===== config.mk =====
export PLATFORM = sky130hd
export DESIGN_NAME = ccc_session_tracker
export DESIGN_NICKNAME = d
export VERILOG_FILES = /design/src/rtl/ccc_trk_pkg.sv /design/src/rtl/ccc_flags.sv /design/src/rtl/tgt_select.sv /design/src/rtl/resp_merge.sv /design/src/rtl/ccc_session_tracker.sv
export SDC_FILE = /design/constraint.sdc
export NUM_CORES = 1
export LEC_CHECK = 0
export BUFFER_PORTS_ARGS = -buffer_cell sky130_fd_sc_hd__buf_2
export CAP_MARGIN = 30
export CORE_MARGIN = 2
export CORE_UTILIZATION = 30
export DETAILED_ROUTE_END_ITERATION = 8
export PLACE_DENSITY = 0.59
export SLEW_MARGIN = 20
export SYNTH_ARGS = -nofsm -noshare
export SYNTH_HDL_FRONTEND = slang
export SYNTH_SLANG_ARGS = --single-unit

===== constraint.sdc =====
create_clock -name clk -period 1.6 [get_ports clk]
set_clock_uncertainty 0.2 [all_clocks]
set_input_delay 0.32 -clock clk [delete_from_list [all_inputs] [get_ports clk]]
set_output_delay 0.32 -clock clk [all_outputs]
set_load 0.05 [all_outputs]

===== src/rtl/ccc_trk_pkg.sv =====
package ccc_trk_pkg;

  typedef enum logic [2:0] {
    EV_IDLE,
    EV_START,
    EV_WRITE,
    EV_READ,
    EV_NACK,
    EV_STOP
  } ev_kind_t;

  function automatic ev_kind_t decode_ev(input logic s, input logic w,
                                         input logic r, input logic n,
                                         input logic p);
    if (p)      return EV_STOP;
    else if (s) return EV_START;
    else if (w) return EV_WRITE;
    else if (r) return EV_READ;
    else if (n) return EV_NACK;
    else        return EV_IDLE;
  endfunction

endpackage


===== src/rtl/ccc_flags.sv =====
module ccc_flags
  import ccc_trk_pkg::*;
#(
  parameter int          ADDR_W     = 7,
  parameter int          DATA_W     = 8,
  parameter logic [6:0]  BCAST_ADDR = 7'h7E,
  parameter logic [7:0]  DAA_CODE   = 8'h07
) (
  input  logic              clk,
  input  logic              rst,
  input  ev_kind_t          ev,
  input  logic [ADDR_W-1:0] addr,
  input  logic [DATA_W-1:0] wr_byte,
  output logic              is_bcast,
  output logic              ccc_active,
  output logic              daa_active,
  output logic [DATA_W-1:0] ccc_code,
  output logic              ccc_now,
  output logic [DATA_W-1:0] code_now
);

  logic addr_is_bcast;
  logic opening;

  assign addr_is_bcast = (addr == ADDR_W'(BCAST_ADDR));
  assign opening       = (ev == EV_WRITE) && is_bcast && !ccc_active;
  assign ccc_now       = ccc_active || opening;
  assign code_now      = opening ? wr_byte : ccc_code;

  always_ff @(posedge clk) begin
    if (rst) begin
      is_bcast   <= 1'b0;
      ccc_active <= 1'b0;
      daa_active <= 1'b0;
      ccc_code   <= '0;
    end else begin
      case (ev)
        EV_START: begin
          is_bcast <= addr_is_bcast;
          if (addr_is_bcast && !daa_active) ccc_active <= 1'b0;
        end
        EV_WRITE: begin
          if (opening) begin
            ccc_active <= 1'b1;
            ccc_code   <= wr_byte;
            if (wr_byte == DATA_W'(DAA_CODE)) daa_active <= 1'b1;
          end
        end
        EV_STOP: begin
          is_bcast   <= 1'b0;
          ccc_active <= 1'b0;
          daa_active <= 1'b0;
          ccc_code   <= '0;
        end
        default: ;
      endcase
    end
  end

  // assignment session implies an open command session
  p_daa_in_ccc_r4: assert property (@(posedge clk) disable iff (rst)
    daa_active |-> ccc_active);

  // only STOP ends the assignment session
  p_daa_holds_r4: assert property (@(posedge clk) disable iff (rst)
    (daa_active && ev != EV_STOP) |=> daa_active);

  // code only moves when a session opens or on STOP
  p_code_stable_r3: assert property (@(posedge clk) disable iff (rst)
    (ccc_active && ev != EV_STOP) |=> $stable(ccc_code));

endmodule


===== src/rtl/tgt_select.sv =====
module tgt_select
  import ccc_trk_pkg::*;
#(
  parameter int         NUM_TGT    = 4,
  parameter int         ADDR_W     = 7,
  parameter logic [6:0] BCAST_ADDR = 7'h7E
) (
  input  logic               clk,
  input  logic               rst,
  input  ev_kind_t           ev,
  input  logic [ADDR_W-1:0]  addr,
  input  logic               daa_active,
  input  logic [NUM_TGT-1:0] tgt_match,
  output logic               addr_ok,
  output logic [NUM_TGT-1:0] tgt_sel,
  output logic [NUM_TGT-1:0] stop_ntf,
  output logic [NUM_TGT-1:0] nack_ntf
);

  assign addr_ok = !daa_active || (addr == ADDR_W'(BCAST_ADDR));

  always_ff @(posedge clk) begin
    if (rst) begin
      tgt_sel  <= '0;
      stop_ntf <= '0;
      nack_ntf <= '0;
    end else begin
      stop_ntf <= '0;
      nack_ntf <= '0;
      case (ev)
        EV_START: tgt_sel <= addr_ok ? tgt_match : '0;
        EV_STOP: begin
          stop_ntf <= daa_active ? {NUM_TGT{1'b1}} : tgt_sel;
          tgt_sel  <= '0;
        end
        EV_NACK: nack_ntf <= tgt_sel;
        default: ;
      endcase
    end
  end

  // notifications never overlap
  p_ntf_excl_r9: assert property (@(posedge clk) disable iff (rst)
    !(|stop_ntf && |nack_ntf));

  // selection empty right after STOP
  p_sel_clear_r9: assert property (@(posedge clk) disable iff (rst)
    (ev == EV_STOP) |=> (tgt_sel == '0));

endmodule


===== src/rtl/resp_merge.sv =====
module resp_merge
  import ccc_trk_pkg::*;
#(
  parameter int NUM_TGT = 4,
  parameter int DATA_W  = 8
) (
  input  logic                      clk,
  input  logic                      rst,
  input  ev_kind_t                  ev,
  input  logic                      addr_ok,
  input  logic [NUM_TGT-1:0]        tgt_match,
  input  logic [NUM_TGT-1:0]        tgt_sel,
  input  logic [NUM_TGT-1:0]        tgt_ack,
  input  logic [NUM_TGT*DATA_W-1:0] tgt_rdata,
  input  logic                      ccc_now,
  input  logic [DATA_W-1:0]         code_now,
  output logic                      resp_valid,
  output logic                      bus_ack,
  output logic [DATA_W-1:0]         rd_data,
  output logic                      addr_err
);

  localparam int DIRECT_BIT = DATA_W - 1;

  logic [DATA_W-1:0] pick [NUM_TGT+1];
  logic              any_refuse;
  logic              wr_ack;

  assign pick[NUM_TGT] = {DATA_W{1'b1}};
  for (genvar i = NUM_TGT - 1; i >= 0; i--) begin : g_rd_pick
    assign pick[i] = tgt_sel[i] ? tgt_rdata[i*DATA_W +: DATA_W] : pick[i+1];
  end

  assign any_refuse = |(tgt_sel & ~tgt_ack);
  assign wr_ack = ccc_now ? !(code_now[DIRECT_BIT] && any_refuse)
                          : (|tgt_sel && !any_refuse);

  always_ff @(posedge clk) begin
    if (rst) begin
      resp_valid <= 1'b0;
      bus_ack    <= 1'b0;
      rd_data    <= {DATA_W{1'b1}};
      addr_err   <= 1'b0;
    end else begin
      resp_valid <= 1'b0;
      bus_ack    <= 1'b0;
      addr_err   <= 1'b0;
      case (ev)
        EV_START: begin
          resp_valid <= 1'b1;
          bus_ack    <= addr_ok && |tgt_match;
          addr_err   <= !addr_ok;
        end
        EV_WRITE: begin
          resp_valid <= 1'b1;
          bus_ack    <= wr_ack;
        end
        EV_READ: begin
          resp_valid <= 1'b1;
          bus_ack    <= |tgt_sel;
          rd_data    <= pick[0];
        end
        default: ;
      endcase
    end
  end

  // empty selection reads all ones
  p_rd_idle_ones_r8: assert property (@(posedge clk) disable iff (rst)
    (ev == EV_READ && tgt_sel == '0) |=> (rd_data == {DATA_W{1'b1}} && !bus_ack));

  // ACK only comes with a valid result
  p_ack_needs_valid_r5: assert property (@(posedge clk) disable iff (rst)
    bus_ack |-> resp_valid);

endmodule


===== src/rtl/ccc_session_tracker.sv =====
module ccc_session_tracker
  import ccc_trk_pkg::*;
#(
  parameter int         NUM_TGT    = 4,
  parameter int         ADDR_W     = 7,
  parameter int         DATA_W     = 8,
  parameter logic [6:0] BCAST_ADDR = 7'h7E,
  parameter logic [7:0] DAA_CODE   = 8'h07
) (
  input  logic                      clk,
  input  logic                      rst,
  input  logic                      ev_start,
  input  logic [ADDR_W-1:0]         ev_addr,
  input  logic                      ev_wr,
  input  logic [DATA_W-1:0]         wr_byte,
  input  logic                      ev_rd,
  input  logic                      ev_nack,
  input  logic                      ev_stop,
  input  logic [NUM_TGT-1:0]        tgt_match,
  input  logic [NUM_TGT-1:0]        tgt_ack,
  input  logic [NUM_TGT*DATA_W-1:0] tgt_rdata,
  output logic                      resp_valid,
  output logic                      bus_ack,
  output logic [DATA_W-1:0]         rd_data,
  output logic                      addr_err,
  output logic                      is_bcast,
  output logic                      ccc_active,
  output logic                      daa_active,
  output logic [DATA_W-1:0]         ccc_code,
  output logic [NUM_TGT-1:0]        tgt_sel,
  output logic [NUM_TGT-1:0]        stop_ntf,
  output logic [NUM_TGT-1:0]        nack_ntf
);

  ev_kind_t          ev;
  logic              ccc_now;
  logic [DATA_W-1:0] code_now;
  logic              addr_ok;

  assign ev = decode_ev(ev_start, ev_wr, ev_rd, ev_nack, ev_stop);

  ccc_flags #(
    .ADDR_W(ADDR_W), .DATA_W(DATA_W),
    .BCAST_ADDR(BCAST_ADDR), .DAA_CODE(DAA_CODE)
  ) u_flags (
    .clk(clk), .rst(rst), .ev(ev), .addr(ev_addr), .wr_byte(wr_byte),
    .is_bcast(is_bcast), .ccc_active(ccc_active), .daa_active(daa_active),
    .ccc_code(ccc_code), .ccc_now(ccc_now), .code_now(code_now)
  );

  tgt_select #(
    .NUM_TGT(NUM_TGT), .ADDR_W(ADDR_W), .BCAST_ADDR(BCAST_ADDR)
  ) u_sel (
    .clk(clk), .rst(rst), .ev(ev), .addr(ev_addr), .daa_active(daa_active),
    .tgt_match(tgt_match), .addr_ok(addr_ok), .tgt_sel(tgt_sel),
    .stop_ntf(stop_ntf), .nack_ntf(nack_ntf)
  );

  resp_merge #(
    .NUM_TGT(NUM_TGT), .DATA_W(DATA_W)
  ) u_resp (
    .clk(clk), .rst(rst), .ev(ev), .addr_ok(addr_ok), .tgt_match(tgt_match),
    .tgt_sel(tgt_sel), .tgt_ack(tgt_ack), .tgt_rdata(tgt_rdata),
    .ccc_now(ccc_now), .code_now(code_now), .resp_valid(resp_valid),
    .bus_ack(bus_ack), .rd_data(rd_data), .addr_err(addr_err)
  );

  // input contract: at most one event per clock
  p_one_event: assert property (@(posedge clk) disable iff (rst)
    $onehot0({ev_start, ev_wr, ev_rd, ev_nack, ev_stop}));

  // broadcast flag follows the START address
  p_bcast_follow_r1: assert property (@(posedge clk) disable iff (rst)
    ev_start |=> (is_bcast == (ev_addr == ADDR_W'(BCAST_ADDR)) || $past(ev_addr) == ADDR_W'(BCAST_ADDR)) && (is_bcast == ($past(ev_addr) == ADDR_W'(BCAST_ADDR))));

  // no match means NACK
  p_nomatch_nack_r5: assert property (@(posedge clk) disable iff (rst)
    (ev_start && tgt_match == '0) |=> (resp_valid && !bus_ack));

  // targeted START during assignment is refused
  p_daa_addr_err_r6: assert property (@(posedge clk) disable iff (rst)
    (ev_start && daa_active && ev_addr != ADDR_W'(BCAST_ADDR)) |=> (addr_err && tgt_sel == '0));

  // non-direct command hides target refusals
  p_bcast_ccc_ack_r7: assert property (@(posedge clk) disable iff (rst)
    (ev_wr && ccc_active && !ccc_code[DATA_W-1]) |=> bus_ack);

  // STOP empties every session flag
  p_stop_clears_r9: assert property (@(posedge clk) disable iff (rst)
    ev_stop |=> (!is_bcast && !ccc_active && !daa_active));

  // NACK leaves the session untouched
  p_nack_keeps_r10: assert property (@(posedge clk) disable iff (rst)
    ev_nack |=> ($stable(ccc_active) && $stable(daa_active) && $stable(tgt_sel)));

endmodule


**Word-level counts from Yosys, hierarchy flattened**

Cells that the tools add are included.

- Flip-flop bits (word level): 34
- Input bits: 62

- Equality and inequality tests: 10
- Bitwise logic cells: 5
- Reductions and logical operators: 26
- Mux-type cells: 24

Operators with widths:

| operator | number |
|---|---|
| $mux W8 | 5 |
| $pmux W8 S2 | 1 |
| $mux W3 | 5 |
| $reduce_or A4 Y1 | 3 |
| $eq A8 B3 Y1 const B | 1 |
| $mux W4 | 2 |
| $pmux W4 S2 | 1 |
| $eq A7 B7 Y1 const B | 1 |
| $eq A3 B2 Y1 const B | 2 |
| $eq A3 B3 Y1 const B | 2 |
| $logic_and A1 B1 Y1 | 6 |
| $mux W1 | 6 |
| $pmux W1 S3 | 2 |
| $reduce_and A3 Y1 | 2 |
| $reduce_or A2 Y1 | 3 |
| $logic_not A1 Y1 | 5 |
| $and A4 B4 Y4 | 1 |
| $ne A2 B1 Y1 const B | 2 |
| $not A4 Y4 | 1 |
| $pmux W1 S2 | 2 |
| $reduce_bool A2 Y1 | 2 |
| $eq A3 B1 Y1 const B | 1 |
| $not A1 Y1 | 3 |
| $reduce_bool A3 Y1 | 1 |
| 4 further kinds | 5 |

**Depth between registers and ports, before layout**

Gate-level depths: netlist of run 1.

- Word-level depth: 13
- Mapped depth: 5

**Cells and area by module**

Synthesis of run 1 repeated with hierarchy kept, for this count alone.

- Cells, all modules: 196
- Area total of the unflattened synthesis: 1820.5 um^2

By module, submodules not included:

| module | cells an instance | area each (um^2) | seq. area each (um^2) | instances |
|---|---|---|---|---|
| resp_merge | 102 | 773.2 | 220.2 | 1 |
| ccc_flags | 55 | 591.8 | 220.2 | 1 |
| tgt_select | 32 | 421.7 | 240.2 | 1 |
| ccc_session_tracker | 7 | 33.8 | 0.0 | 1 |

**Worst setup path after synthesis of run 1**

Ideal clock, no wire load.

- Path kind: reg-to-reg
- Start point: register u_flags.is_bcast
- End point: register u_flags.ccc_code[7]
- Arrival: 1387 ps
- Required time: 1278 ps
- Period minus slack after synthesis: 1708 ps
- Cell stages (with the launch flop): 6
- Slack: -108 ps
- Cell sequence: dfxtp_1 > nor2b_1 > and3_1 > buf_4 > mux2i_1 > nor3_1

- Cells in the longest elaborated chain, start to end: 4

RTL lines:

| what | line | text |
|---|---|---|
| start, declared | ccc_flags.sv:14 | `output logic is_bcast,` |
| start signal, assigned | ccc_flags.sv:39 | `is_bcast <= addr_is_bcast;` |
| $logic_and A1 B1 Y1 (2 in a row) | ccc_flags.sv:26 | `assign opening = (ev == EV_WRITE) && is_bcast && !ccc_active;` |
| $mux W8 | -- |  |
| $pmux W8 S2 | -- |  |
| end signal, assigned | ccc_flags.sv:45 | `ccc_code <= wr_byte;` |
| end, declared | ccc_flags.sv:17 | `output logic [DATA_W-1:0] ccc_code,` |

No other way between the ends. The select of a mux whose other input is x is not followed.
A chain may end at the register's enable or synchronous reset.

**Final worst setup path of run 1**

- Start point: register u_sel.tgt_sel[3]
- End point: register u_resp.bus_ack

- Cells in the longest elaborated chain, start to end: 6

RTL lines:

| what | line | text |
|---|---|---|
| start, declared | tgt_select.sv:15 | `output logic [NUM_TGT-1:0] tgt_sel,` |
| start signal, assigned | tgt_select.sv:31 | `EV_START: tgt_sel <= addr_ok ? tgt_match : '0;` |
| $and A4 B4 Y4 | resp_merge.sv:34 | `assign any_refuse = \|(tgt_sel & ~tgt_ack);` |
| $reduce_or A4 Y1 | resp_merge.sv:34 |  |
| $logic_not A1 Y1 or $logic_and A1 B1 Y1 (tied branches) | resp_merge.sv:36, resp_merge.sv:35 |  |
| $logic_and A1 B1 Y1 or $logic_not A1 Y1 (tied branches) | resp_merge.sv:36, resp_merge.sv:35 |  |
| $mux W1 | resp_merge.sv:35 | `assign wr_ack = ccc_now ? !(code_now[DIRECT_BIT] && any_refuse)` |
| $pmux W1 S3 (*) | resp_merge.sv:48 | `case (ev)` |
| end signal, assigned | resp_merge.sv:51 | `bus_ack <= addr_ok && \|tgt_match;` |
| end signal, assigned | resp_merge.sv:56 | `bus_ack <= wr_ack;` |
| end signal, assigned | resp_merge.sv:60 | `bus_ack <= \|tgt_sel;` |
| end, declared | resp_merge.sv:18 | `output logic bus_ack,` |

Mark *: on every way between the ends. The rest lies on a longest branch, timed or not.

==> qor.log, run 1 <==
INFO  drt            remaining_drc_errors=0
INFO  timing         min_period=1550ps
INFO  yosys          syn_area_per_cell=8.63squm
INFO  grt            first_global_vias=1,529
INFO  setup_path     critical_path_arrival=1520ps
INFO  layout         multi_input_area=786squm
INFO  setup_path     worst_setup_path_start_kind=register
INFO  die            die_h=75.6microns
INFO  power          power_per_cell_area=793mW/mm^2
INFO  yosys          synth_largest_type_area_fraction=44.3%
INFO  clock_network  cts_tree=done
INFO  layout         num-fill-cells=545
INFO  die            pin_count=96
INFO  setup_path     endpoint_kind=register
INFO  clock_network  postCtsSetupRepairBufs=0
INFO  yosys          syn-instance-count=178
INFO  clock_network  cts_max_level=2
INFO  drt            count_of_antenna_violating_nets_left_after_detailed_routing=0
INFO  power          vdd.ir_drop.worst=0.490mV
INFO  timing         final_setup_violations=0
INFO  grt            grt_max_degree=18
INFO  timing         slew_violations=0
INFO  outcome        status=finished, final reports clean
INFO  drt            routed_wire_length_per_instance=12.7microns
INFO  placed_design  io_buffer_count=95
INFO  min_path       timing.hold.worst.class=input port to register
INFO  placed_design  place_ws=62.1ps
INFO  grt            globalRouteOverflowTotal=0
INFO  clock_network  cts.sink_count=34
INFO  yosys          most_common_cell_in_the_synthesized_netlist=sky130_fd_sc_hd__dfxtp_1
INFO  setup_path     regToRegStartpoint=u_sel.tgt_sel[3]$_SDFFE_PP0P_
INFO  setup_path     timing.reg2reg.worst_path_depth=4
INFO  setup_path     crit_path_max_fanout=2
INFO  clock_network  count_of_hold_buffers_inserted_by_post_cts_repair=0
INFO  grt            antenna_found_initial=0
INFO  clock_network  cts_buffer_depth=2
INFO  layout         antenna_cells=0
INFO  setup_path     timing.reg2reg.setup_slack=50ps
INFO  yosys          ys_dominant_reg_cell=sky130_fd_sc_hd__dfxtp_1
INFO  timing         grt_setup_unrepaired=true
INFO  timing         worst_slew_pin_slew=338ps
INFO  yosys          synth_seq_cells=34
INFO  timing         timing.slew.headroom=77.3%
INFO  yosys          synth-edff-count=0
INFO  run            drv.max_cap_violation_count=0
INFO  layout         layout.area.seq=689squm
INFO  yosys          postSynth.asyncResetShare=0%
INFO  drt            dr_total_vias=1,665
INFO  min_path       worstHoldStart=tgt_match[0]
INFO  timing         max_freq=0.646GHz
INFO  power          power.leakage=1.03nW
INFO  grt            grt_first_pass_wirelength=7010microns
INFO  die            rows=26
INFO  clock_network  cts_root_buf=sky130_fd_sc_hd__clkbuf_8
INFO  timing         fin_setup_tns=0ps
INFO  min_path       hold_path_depth=2
INFO  die            chip_width=75.6microns
INFO  setup_path     crit_type=register to register
INFO  clock_network  numCtsBuffers=5
INFO  yosys          synth_seq_area_share=44.3%
INFO  yosys          mappedNetlistNets=240
INFO  clock_network  cts.clk_slew.worst_paths=70ps
INFO  yosys          synth.lib_cells_used.distinct=38
INFO  timing         finalHoldViolCount=0
INFO  timing         final_clock_period_utilization_by_the_worst_path=96.7%
INFO  clock_network  insertion_delay=290ps
INFO  yosys          library_cell_occupying_the_most_area_in_the_post_synthesis_netlist=sky130_fd_sc_hd__dfxtp_1
INFO  setup_path     r2r_end=u_resp.bus_ack$_SDFF_PP0_
INFO  placed_design  detailed_place_hpwl=3580microns
INFO  min_path       worst_hold_path.endpoint=u_sel.tgt_sel[0]$_SDFFE_PP0P_
INFO  timing         setup_ws=52.4ps
INFO  yosys          synth.top_cells.by_count=34 x sky130_fd_sc_hd__dfxtp_1, 18 x sky130_fd_sc_hd__a21oi_1, 18 x sky130_fd_sc_hd__nor2_1
INFO  layout         numnets_final=345
INFO  yosys          mapped_cell_area=0.00154sqmm
INFO  grt            grt_usage=16.3%
INFO  placed_design  gp_congestion=0.763
INFO  layout         layout-drive-gt1-share=45.4%
INFO  setup_path     cp_data_required_time=1570ps
INFO  drt            avgViaCountPerCell=4.70
INFO  die            fp.coreArea=0.00501sqmm
INFO  yosys          yosys-top-cells-area=sky130_fd_sc_hd__dfxtp_1 44%, sky130_fd_sc_hd__a21oi_1 5.9%, sky130_fd_sc_hd__nor2_1 4.4%
INFO  drt            drt-total-wl=4510microns
INFO  die            die-area=0.00571sqmm
INFO  drt            drt-pass1-iter-count=4
INFO  yosys          yosysWarnings=0
INFO  die            initial_core_util=30.7%
INFO  layout         flow.area_growth_from_synthesis=48.3%
INFO  drt            first_iter_violations=80
-- critical path: stages (launching register included) --
cell and delay [ps]:
sky130_fd_sc_hd__dfxtp_2 320, sky130_fd_sc_hd__or4_4 550, sky130_fd_sc_hd__nor3_4 140, sky130_fd_sc_hd__o31a_1 140, sky130_fd_sc_hd__o21ai_1 80
-- sequential cells by signal, summed over array words and instances (netlist names) --
register and count:
u_sel.nack_ntf 4, u_resp.rd_data 8, u_sel.tgt_sel 4, u_flags.daa_active 1, u_sel.stop_ntf 4, u_resp.resp_valid 1, u_resp.addr_err 1, u_flags.is_bcast 1
u_resp.bus_ack 1, u_flags.ccc_active 1, u_flags.ccc_code 8
-- repair_timing --
action,4_1_cts,5_1_grt
cloned,0,0
pin swaps,0,0
gates resized for setup,4,3
setup endpoints to repair,4,3
-- layer usage --
layer	GRT usage, %	vias to the layer above	part of all wire, %
met2	26.0	47	50
met4	8.19	0	2.0
met1	20.8	752	43
met3	3.44	8	5.4
li1	-	858	-
met5	0	-	0
-- logic make-up (layout without fill, tap and decap cells) --
logic type,count (synthesis),count (layout),share of synthesized area [%]
buffers and inverters,17,123,4.97
AND/OR/NAND/NOR,63,63,24.7
multiplexers,1,1,0.651
AO/OA/AOI/OAI,63,63,25.4
flip-flops,34,34,44.3
-- layout make-up --
class / instances / area share, %
flip-flops and latches: 34 / 30.3
repair buffers: 109 / 26.2
well taps: 70 / 3.84
multi-input cells: 127 / 34.5
clock buffers: 6 / 3.62
inverters: 6 / 0.988
clock inverters: 2 / 0.549
-- worst max-delay path by stage --
stage                                             start                        end  slack, ps  cells after the start
after floorplan           u_sel.tgt_sel[3]$_SDFFE_PP0P_  u_resp.bus_ack$_SDFF_PP0_         40                      4
after global placement    u_sel.tgt_sel[3]$_SDFFE_PP0P_  u_resp.bus_ack$_SDFF_PP0_         60                      4
after detailed placement  u_sel.tgt_sel[3]$_SDFFE_PP0P_  u_resp.bus_ack$_SDFF_PP0_         60                      4
after CTS                 u_sel.tgt_sel[1]$_SDFFE_PP0P_                 tgt_sel[1]          1                      2
after global routing      u_sel.tgt_sel[3]$_SDFFE_PP0P_  u_resp.bus_ack$_SDFF_PP0_        -20                      4
final                     u_sel.tgt_sel[3]$_SDFFE_PP0P_  u_resp.bus_ack$_SDFF_PP0_         50                      4
-- power breakdown --
group          internal [mW]  switching, mW  total (mW)
clock                  0.345          0.313       0.658
sequential             0.861        0.00614       0.867
combinational          0.122          0.159       0.280
-- metrics by stage --
stage               hold slack (ps)  cells  util [%]  cell area [sq um]  power (mW)
floorplan                       246    178         -               1550        1.03
global placement                249    346      43.1               2160        1.16
detailed placement              260    346      43.1               2160        1.16
CTS                            40.1    354      45.2               2260        1.83
global route                   49.3    354      45.5               2280        1.89
finish                         52.5    354      45.5               2280        1.81
-- layout by cell type, fill, tap and decap left out, types with 8 or more instances in the layout --
master                    count
sky130_fd_sc_hd__nor2b_1     10
sky130_fd_sc_hd__o21ai_1     10
sky130_fd_sc_hd__dfxtp_1     27
sky130_fd_sc_hd__nor3b_1      8
sky130_fd_sc_hd__nor2_1      18
sky130_fd_sc_hd__o31ai_1      8
sky130_fd_sc_hd__buf_2       91
sky130_fd_sc_hd__o21ai_0      8
sky130_fd_sc_hd__buf_4       16
sky130_fd_sc_hd__a21oi_1     18
No activity file was read; power rests on OpenSTA's default activity.
==> run 2, diff against run 1 <==
Settings changed: CELL_PAD_IN_SITES_DETAIL_PLACEMENT set to 1, CELL_PAD_IN_SITES_GLOBAL_PLACEMENT set to 2, CORE_UTILIZATION 30 to 22, PLACE_DENSITY 0.59 to 0.77.
==> run 2 against run 1 <==
Compared with the run above:
- register-to-register slack better by 20 ps
- critical path depth is 2 lower
- worst setup slack better by 3.8 ps
- global-route usage is 2.3 points lower
- final cell count is 7.3% higher
- clock-buffer cell count is 2 higher
- critical path type is now register to primary output
- wire length is 19% higher
- hold slack better by 15 ps
- via count is 4.3% higher
==> qor.log, run 2 (same netlist as run 1, synthesis figures left out) <==
INFO  clock_network  cts_buffer_depth=2 [unchanged]
INFO  clock_network  cts.clk_slew.worst_paths=60ps [was 70 ps]
INFO  placed_design  gp_congestion=0.766 [was 0.763]
INFO  power          power.total=1.88mW [was 1.81 mW]
INFO  drt            count_of_antenna_violating_nets_left_after_detailed_routing=0 [unchanged]
INFO  layout         most-common-layout-cells=91 x sky130_fd_sc_hd__buf_2, 27 x sky130_fd_sc_hd__dfxtp_1, 18 x sky130_fd_sc_hd__a21oi_1, 18 x sky130_fd_sc_hd__nor2_1, 16 x sky130_fd_sc_hd__buf_4 [unchanged]
INFO  outcome        status=finished, final reports clean [unchanged]
INFO  clock_network  postCtsSetupRepairBufs=0 [unchanged]
INFO  timing         finalHoldViolCount=0 [unchanged]
INFO  clock_network  cts_tree=done [unchanged]
INFO  grt            grt_first_pass_wirelength=8230microns [was 7010 microns]
INFO  setup_path     cp_data_required_time=1080ps [was 1570 ps]
INFO  setup_path     timing.reg2reg.setup_slack=70ps [was 50 ps]
INFO  layout         layout-drive-gt1-share=45.4% [unchanged]
INFO  clock_network  numCtsBuffers=5 [unchanged]
INFO  timing         worst_slew_pin_slew=369ps [was 338 ps]
INFO  layout         multi_input_area=779squm [was 786 sq um]
INFO  setup_path     worst_setup_path_start_kind=register [unchanged]
INFO  clock_network  cts_root_buf=sky130_fd_sc_hd__clkbuf_8 [unchanged]
INFO  timing         grt_setup_unrepaired=false [was true]
INFO  timing         max_freq=0.648GHz [was 0.646 GHz]
INFO  grt            antenna_found_initial=0 [unchanged]
INFO  grt            globalRouteOverflowTotal=0 [unchanged]
INFO  drt            avgViaCountPerCell=4.57 [was 4.70]
INFO  layout         postLayoutCellArea=0.00232sqmm [was 0.00228 sq mm]
INFO  clock_network  cts_max_level=2 [unchanged]
INFO  layout         flow.area_growth_from_synthesis=51.1% [was 48.3%]
INFO  placed_design  dpl_cell_area=0.00219sqmm [was 0.00216 sq mm]
INFO  die            die_h=87.6microns [was 75.6 microns]
INFO  min_path       timing.hold.worst.class=input port to register [unchanged]
INFO  die            pin_count=96 [unchanged]
INFO  power          vdd.ir_drop.worst=0.325mV [was 0.490 mV]
INFO  layout         num-fill-cells=836 [was 545]
INFO  power          power.leakage=1.04nW [was 1.03 nW]
INFO  timing         slew_violations=0 [unchanged]
INFO  drt            routed_wire_length_per_instance=14.2microns [was 12.7 microns]
INFO  layout         mostFrequentLayoutCell=sky130_fd_sc_hd__buf_2 [unchanged]
INFO  placed_design  io_buffer_count=95 [unchanged]
INFO  grt            grt_usage=14.0% [was 16.3%]
INFO  layout         numnets_final=345 [unchanged]
INFO  timing         final_setup_violations=0 [unchanged]
INFO  grt            grt_max_degree=20 [was 18]
INFO  setup_path     endpoint_kind=primary output [was register]
INFO  grt            first_global_vias=1,663 [was 1,529]
INFO  timing         fin_setup_tns=0ps [unchanged]
INFO  setup_path     crit_path_max_fanout=8 [was 2]
INFO  placed_design  detailed_place_hpwl=4320microns [was 3580 microns]
INFO  drt            drt-total-wl=5380microns [was 4510 microns]
INFO  drt            remaining_drc_errors=0 [unchanged]
INFO  die            rows=30 [was 26]
INFO  setup_path     crit_type=register to primary output [was register to register]
INFO  layout         antenna_cells=0 [unchanged]
INFO  drt            dr_total_vias=1,737 [was 1,665]
INFO  clock_network  insertion_delay=280ps [was 290 ps]
INFO  die            fp.coreArea=0.00679sqmm [was 0.00501 sq mm]
INFO  setup_path     critical_path_arrival=1020ps [was 1520 ps]
INFO  layout         layout.area.seq=694squm [was 689 sq um]
INFO  clock_network  cts.sink_count=34 [unchanged]
INFO  timing         final_clock_period_utilization_by_the_worst_path=96.5% [was 96.7%]
INFO  layout         layout_top_registers=u_flags.ccc_code: 8 flops, u_resp.rd_data: 8 flops [unchanged]
INFO  timing         timing.slew.headroom=75.2% [was 77.3%]
INFO  run            drv.max_cap_violation_count=0 [unchanged]
INFO  die            die-area=0.00767sqmm [was 0.00571 sq mm]
INFO  drt            drt-pass1-iter-count=4 [unchanged]
INFO  die            chip_width=87.6microns [was 75.6 microns]
INFO  timing         min_period=1540ps [was 1550 ps]
INFO  drt            first_iter_violations=31 [was 80]
INFO  die            initial_core_util=22.6% [was 30.7%]
INFO  power          power_per_cell_area=812mW/mm^2 [was 793 mW/mm^2]
[run 2: changes by cell type in the layout (fill, tap and decap cells not counted)]
| cell | previous run | this run |
|---|---|---|
| sky130_fd_sc_hd__clkbuf_8 | 6 | 8 |
| sky130_fd_sc_hd__dfxtp_2 | 7 | 5 |
| sky130_fd_sc_hd__dfxtp_4 | 0 | 2 |
| sky130_fd_sc_hd__buf_6 | 2 | 1 |
| sky130_fd_sc_hd__clkbuf_4 | 0 | 1 |
| sky130_fd_sc_hd__clkinv_2 | 1 | 0 |
| sky130_fd_sc_hd__clkinvlp_4 | 1 | 0 |
| sky130_fd_sc_hd__nor3_2 | 1 | 2 |
| sky130_fd_sc_hd__nor3_4 | 1 | 0 |
[run 2: area by class of cell]
| cell class | count | area share, % |
|---|---|---|
| multi-input cells | 127 | 33.6 |
| clock buffers | 8 | 4.74 |
| inverters | 6 | 0.970 |
| well taps | 96 | 5.18 |
| flip-flops and latches | 34 | 29.9 |
| repair buffers | 109 | 25.6 |
[run 2: where the power goes]
part,switching [mW],leakage (nW),total (mW),internal (mW)
combinational,0.158,0.700,0.276,0.118
sequential,0.0115,0.279,0.870,0.859
clock,0.303,0.0575,0.737,0.434
total,0.472,1.04,1.88,1.41
[run 2: worst paths after layout]
check,start,endpoint,cells after the start
max,u_sel.tgt_sel[1]$_SDFFE_PP0P_,tgt_sel[1],2
min reg2reg,u_resp.rd_data[2]$_SDFFE_PP1P_,u_resp.rd_data[2]$_SDFFE_PP1P_,2
min,tgt_match[1],u_sel.tgt_sel[1]$_SDFFE_PP0P_,2
max reg2reg,u_sel.tgt_sel[3]$_SDFFE_PP0P_,u_resp.bus_ack$_SDFF_PP0_,4
[run 2: metrics by stage]
stage	util (%)	setup WS, ps	hold slack, ps	instances
3_5_place_dp	32.3	47.2	271	372
5_1_grt	34.2	2.95	71.4	380
3_3_place_gp	32.3	66.6	253	372
4_1_cts	34.0	1.33	56.9	380
6_report	34.2	56.2	68.0	380
2_1_floorplan	-	35.6	246	178
[run 2: what timing repair did]
action	in CTS	in global routing
hold endpoints to repair	0	0
hold buffers	0	0
pin swaps	0	0
resized for setup	4	3
setup endpoints to repair	3	4
[run 2: per-layer routing]
| layer | vias up | routed length, microns | GRT usage (%) |
|---|---|---|---|
| met1 | 827 | 2390 | 18.2 |
| li1 | 863 | - | - |
| met4 | 0 | 79 | 5.03 |
| met2 | 40 | 2660 | 23.1 |
| met3 | 7 | 252 | 2.92 |
| met5 | - | 0 | 0 |
[run 2: critical path, cell delays in order (launching register included)]
cell	delay, ps
sky130_fd_sc_hd__dfxtp_2	330
sky130_fd_sc_hd__buf_4	160
sky130_fd_sc_hd__clkbuf_4	240
==> run 3, diff against run 2 <==
Settings changed: RECOVER_POWER set to 100.
==> run 3 against run 2 <==
Compared with the run above:
- sequential power hardly changed
- final cell count unchanged
- largest power group unchanged
- wire length fell by 0.19%
- power about the same
- highest routed layer unchanged
==> qor.log, run 3 (same netlist as run 1, synthesis figures left out) <==
INFO  outcome        status=finished, final reports clean [unchanged]
INFO  power          vdd.ir_drop.worst=0.326mV [was 0.325 mV]
INFO  layout         final_core_utilization=34.0% [was 34.2%]
INFO  drt            routed_wire_length_per_instance=14.1microns [was 14.2 microns]
INFO  clock_network  cts_tree=done [unchanged]
INFO  drt            dr_total_vias=1,731 [was 1,737]
INFO  die            rows=30 [unchanged]
INFO  grt            first_global_vias=1,663 [unchanged]
INFO  layout         antenna_cells=0 [unchanged]
INFO  min_path       timing.hold.worst.class=input port to register [unchanged]
INFO  setup_path     critical_path.max_stage_delay=430ps [was 330 ps]
INFO  grt            antenna_found_initial=0 [unchanged]
INFO  setup_path     max_stage_delay_cell_worst_path=sky130_fd_sc_hd__dfxtp_1 [was sky130_fd_sc_hd__dfxtp_2]
INFO  clock_network  numCtsBuffers=5 [unchanged]
INFO  layout         layout-drive-gt1-share=44.4% [was 45.4%]
INFO  setup_path     worst_setup_path_start_kind=register [unchanged]
INFO  drt            remaining_drc_errors=0 [unchanged]
INFO  grt            grt_max_degree=20 [unchanged]
INFO  clock_network  cts_max_level=2 [unchanged]
INFO  timing         min_period=1550ps [was 1540 ps]
INFO  clock_network  cts.sink_count=34 [unchanged]
INFO  grt            grt_usage=14.0% [unchanged]
INFO  setup_path     critical_path_arrival=1030ps [was 1020 ps]
INFO  timing         slew_violations=0 [unchanged]
INFO  die            die-area=0.00767sqmm [unchanged]
INFO  min_path       worstHoldStart=tgt_match[1] [unchanged]
INFO  layout         num-fill-cells=835 [was 836]
INFO  layout         flow.area_growth_from_synthesis=50.2% [was 51.1%]
INFO  clock_network  cts_buffer_depth=2 [unchanged]
INFO  layout         postLayoutCellArea=0.00231sqmm [was 0.00232 sq mm]
INFO  timing         grt_setup_unrepaired=false [unchanged]
INFO  setup_path     family_of_cells_with_the_greatest_summed_delay_on_the_critical_path=flip-flops [was buffers and inverters]
INFO  die            fp.coreArea=0.00679sqmm [unchanged]
INFO  run            drv.max_cap_violation_count=0 [unchanged]
INFO  clock_network  postCtsSetupRepairBufs=0 [unchanged]
INFO  placed_design  io_buffer_count=95 [unchanged]
INFO  timing         max_freq=0.645GHz [was 0.648 GHz]
INFO  setup_path     timing.reg2reg.setup_slack=70ps [about the same]
INFO  die            chip_width=87.6microns [unchanged]
INFO  drt            first_iter_violations=42 [was 31]
INFO  setup_path     path_cells=clkbuf_2 [was buf_4 > clkbuf_4]
INFO  drt            count_of_antenna_violating_nets_left_after_detailed_routing=0 [unchanged]
INFO  layout         layout_top_registers=u_flags.ccc_code: 8 flops, u_resp.rd_data: 8 flops [unchanged]
INFO  timing         worst_slew_pin_slew=374ps [was 369 ps]
INFO  layout         numnets_final=345 [unchanged]
INFO  clock_network  cts_root_buf=sky130_fd_sc_hd__clkbuf_8 [unchanged]
INFO  layout         most-common-layout-cells=60 x sky130_fd_sc_hd__buf_2, 32 x sky130_fd_sc_hd__clkbuf_2, 28 x sky130_fd_sc_hd__dfxtp_1 [was 91 x sky130_fd_sc_hd__buf_2, 27 x sky130_fd_sc_hd__dfxtp_1, 18 x sky130_fd_sc_hd__a21oi_1, 18 x sky130_fd_sc_hd__nor2_1, 16 x sky130_fd_sc_hd__buf_4]
INFO  die            initial_core_util=22.6% [unchanged]
INFO  timing         final_clock_period_utilization_by_the_worst_path=96.9% [was 96.5%]
INFO  setup_path     regToRegStartpoint=u_sel.tgt_sel[3]$_SDFFE_PP0P_ [unchanged]
INFO  timing         finalHoldViolCount=0 [unchanged]
INFO  drt            avgViaCountPerCell=4.56 [was 4.57]
INFO  clock_network  insertion_delay=290ps [was 280 ps]
INFO  setup_path     crit_path_max_fanout=5 [was 8]
INFO  clock_network  cts.clk_slew.worst_paths=70ps [was 60 ps]
INFO  die            die_h=87.6microns [unchanged]
INFO  placed_design  dpl_cell_area=0.00219sqmm [unchanged]
INFO  timing         fin_setup_tns=0ps [unchanged]
INFO  setup_path     cp_data_required_time=1080ps [about the same]
INFO  power          power.total=1.88mW [about the same]
INFO  setup_path     endpoint_kind=primary output [unchanged]
INFO  layout         mostFrequentLayoutCell=sky130_fd_sc_hd__buf_2 [unchanged]
INFO  drt            drt-total-wl=5370microns [was 5380 microns]
INFO  timing         final_setup_violations=0 [unchanged]
INFO  setup_path     crit_type=register to primary output [unchanged]
INFO  timing         timing.slew.headroom=74.8% [was 75.2%]
INFO  setup_path     crit_start=u_flags.is_bcast$_SDFFE_PP0P_ [was u_sel.tgt_sel[1]$_SDFFE_PP0P_]
INFO  placed_design  detailed_place_hpwl=4320microns [unchanged]
INFO  power          power_per_cell_area=816mW/mm^2 [was 812 mW/mm^2]
INFO  placed_design  gp_congestion=0.766 [unchanged]
INFO  die            pin_count=96 [unchanged]
INFO  grt            grt_first_pass_wirelength=8230microns [unchanged]
INFO  drt            drt-pass1-iter-count=4 [unchanged]
INFO  setup_path     worst-path-buf-inv=1 [was 2]
INFO  grt            globalRouteOverflowTotal=0 [unchanged]
INFO  power          power.leakage=1.02nW [was 1.04 nW]
[run 3: changes by cell type in the layout (fill, tap and decap cells not counted), sizes merged]
cell    previous run  this run
buf              108        74
clkbuf             9        43
[run 3: worst paths after layout]
kind | to | cells after the start
worst max-delay path | is_bcast | 1
worst min-delay path | u_sel.tgt_sel[1]$_SDFFE_PP0P_ | 2
worst max register to register | u_resp.bus_ack$_SDFF_PP0_ | 4
worst min register to register | u_resp.rd_data[2]$_SDFFE_PP1P_ | 2
[run 3: through the flow]
stage	std cells	hold slack, ps	setup WS [ps]
3_5_place_dp	372	271	47.2
4_1_cts	380	56.9	1.33
5_1_grt	380	71.4	2.88
2_1_floorplan	178	246	35.6
6_report	380	67.8	49.6
3_3_place_gp	372	253	66.6
[run 3: repair_timing]
action / 4_1_cts / 5_1_grt
endpoints found under the setup margin: 3 / 4
hold buffers: 0 / 0
resized for setup: 4 / 3
[run 3: where the power goes]
part / total [mW] / internal, mW / switching, mW
combinational: 0.273 / 0.116 / 0.156
clock: 0.740 / 0.434 / 0.305
sequential: 0.871 / 0.859 / 0.0119
[run 3: cell type report]
type	instances	area, sq um	area share [%]
Sequential cell	34	693	30.0
Timing Repair Buffer	109	588	25.5
Tap cell	96	120	5.20
Inverter	6	22.5	0.976
Multi-Input combinational cell	127	774	33.6
Clock buffer	8	110	4.77
[run 3: metal layers]
metal / wire [microns] / vias to the layer above / global-route usage (%)
li1: - / 866 / -
met1: 2390 / 818 / 18.2
met2: 2650 / 40 / 23.1
met3: 247 / 7 / 2.92
met4: 79 / 0 / 5.03
met5: 0 / - / 0
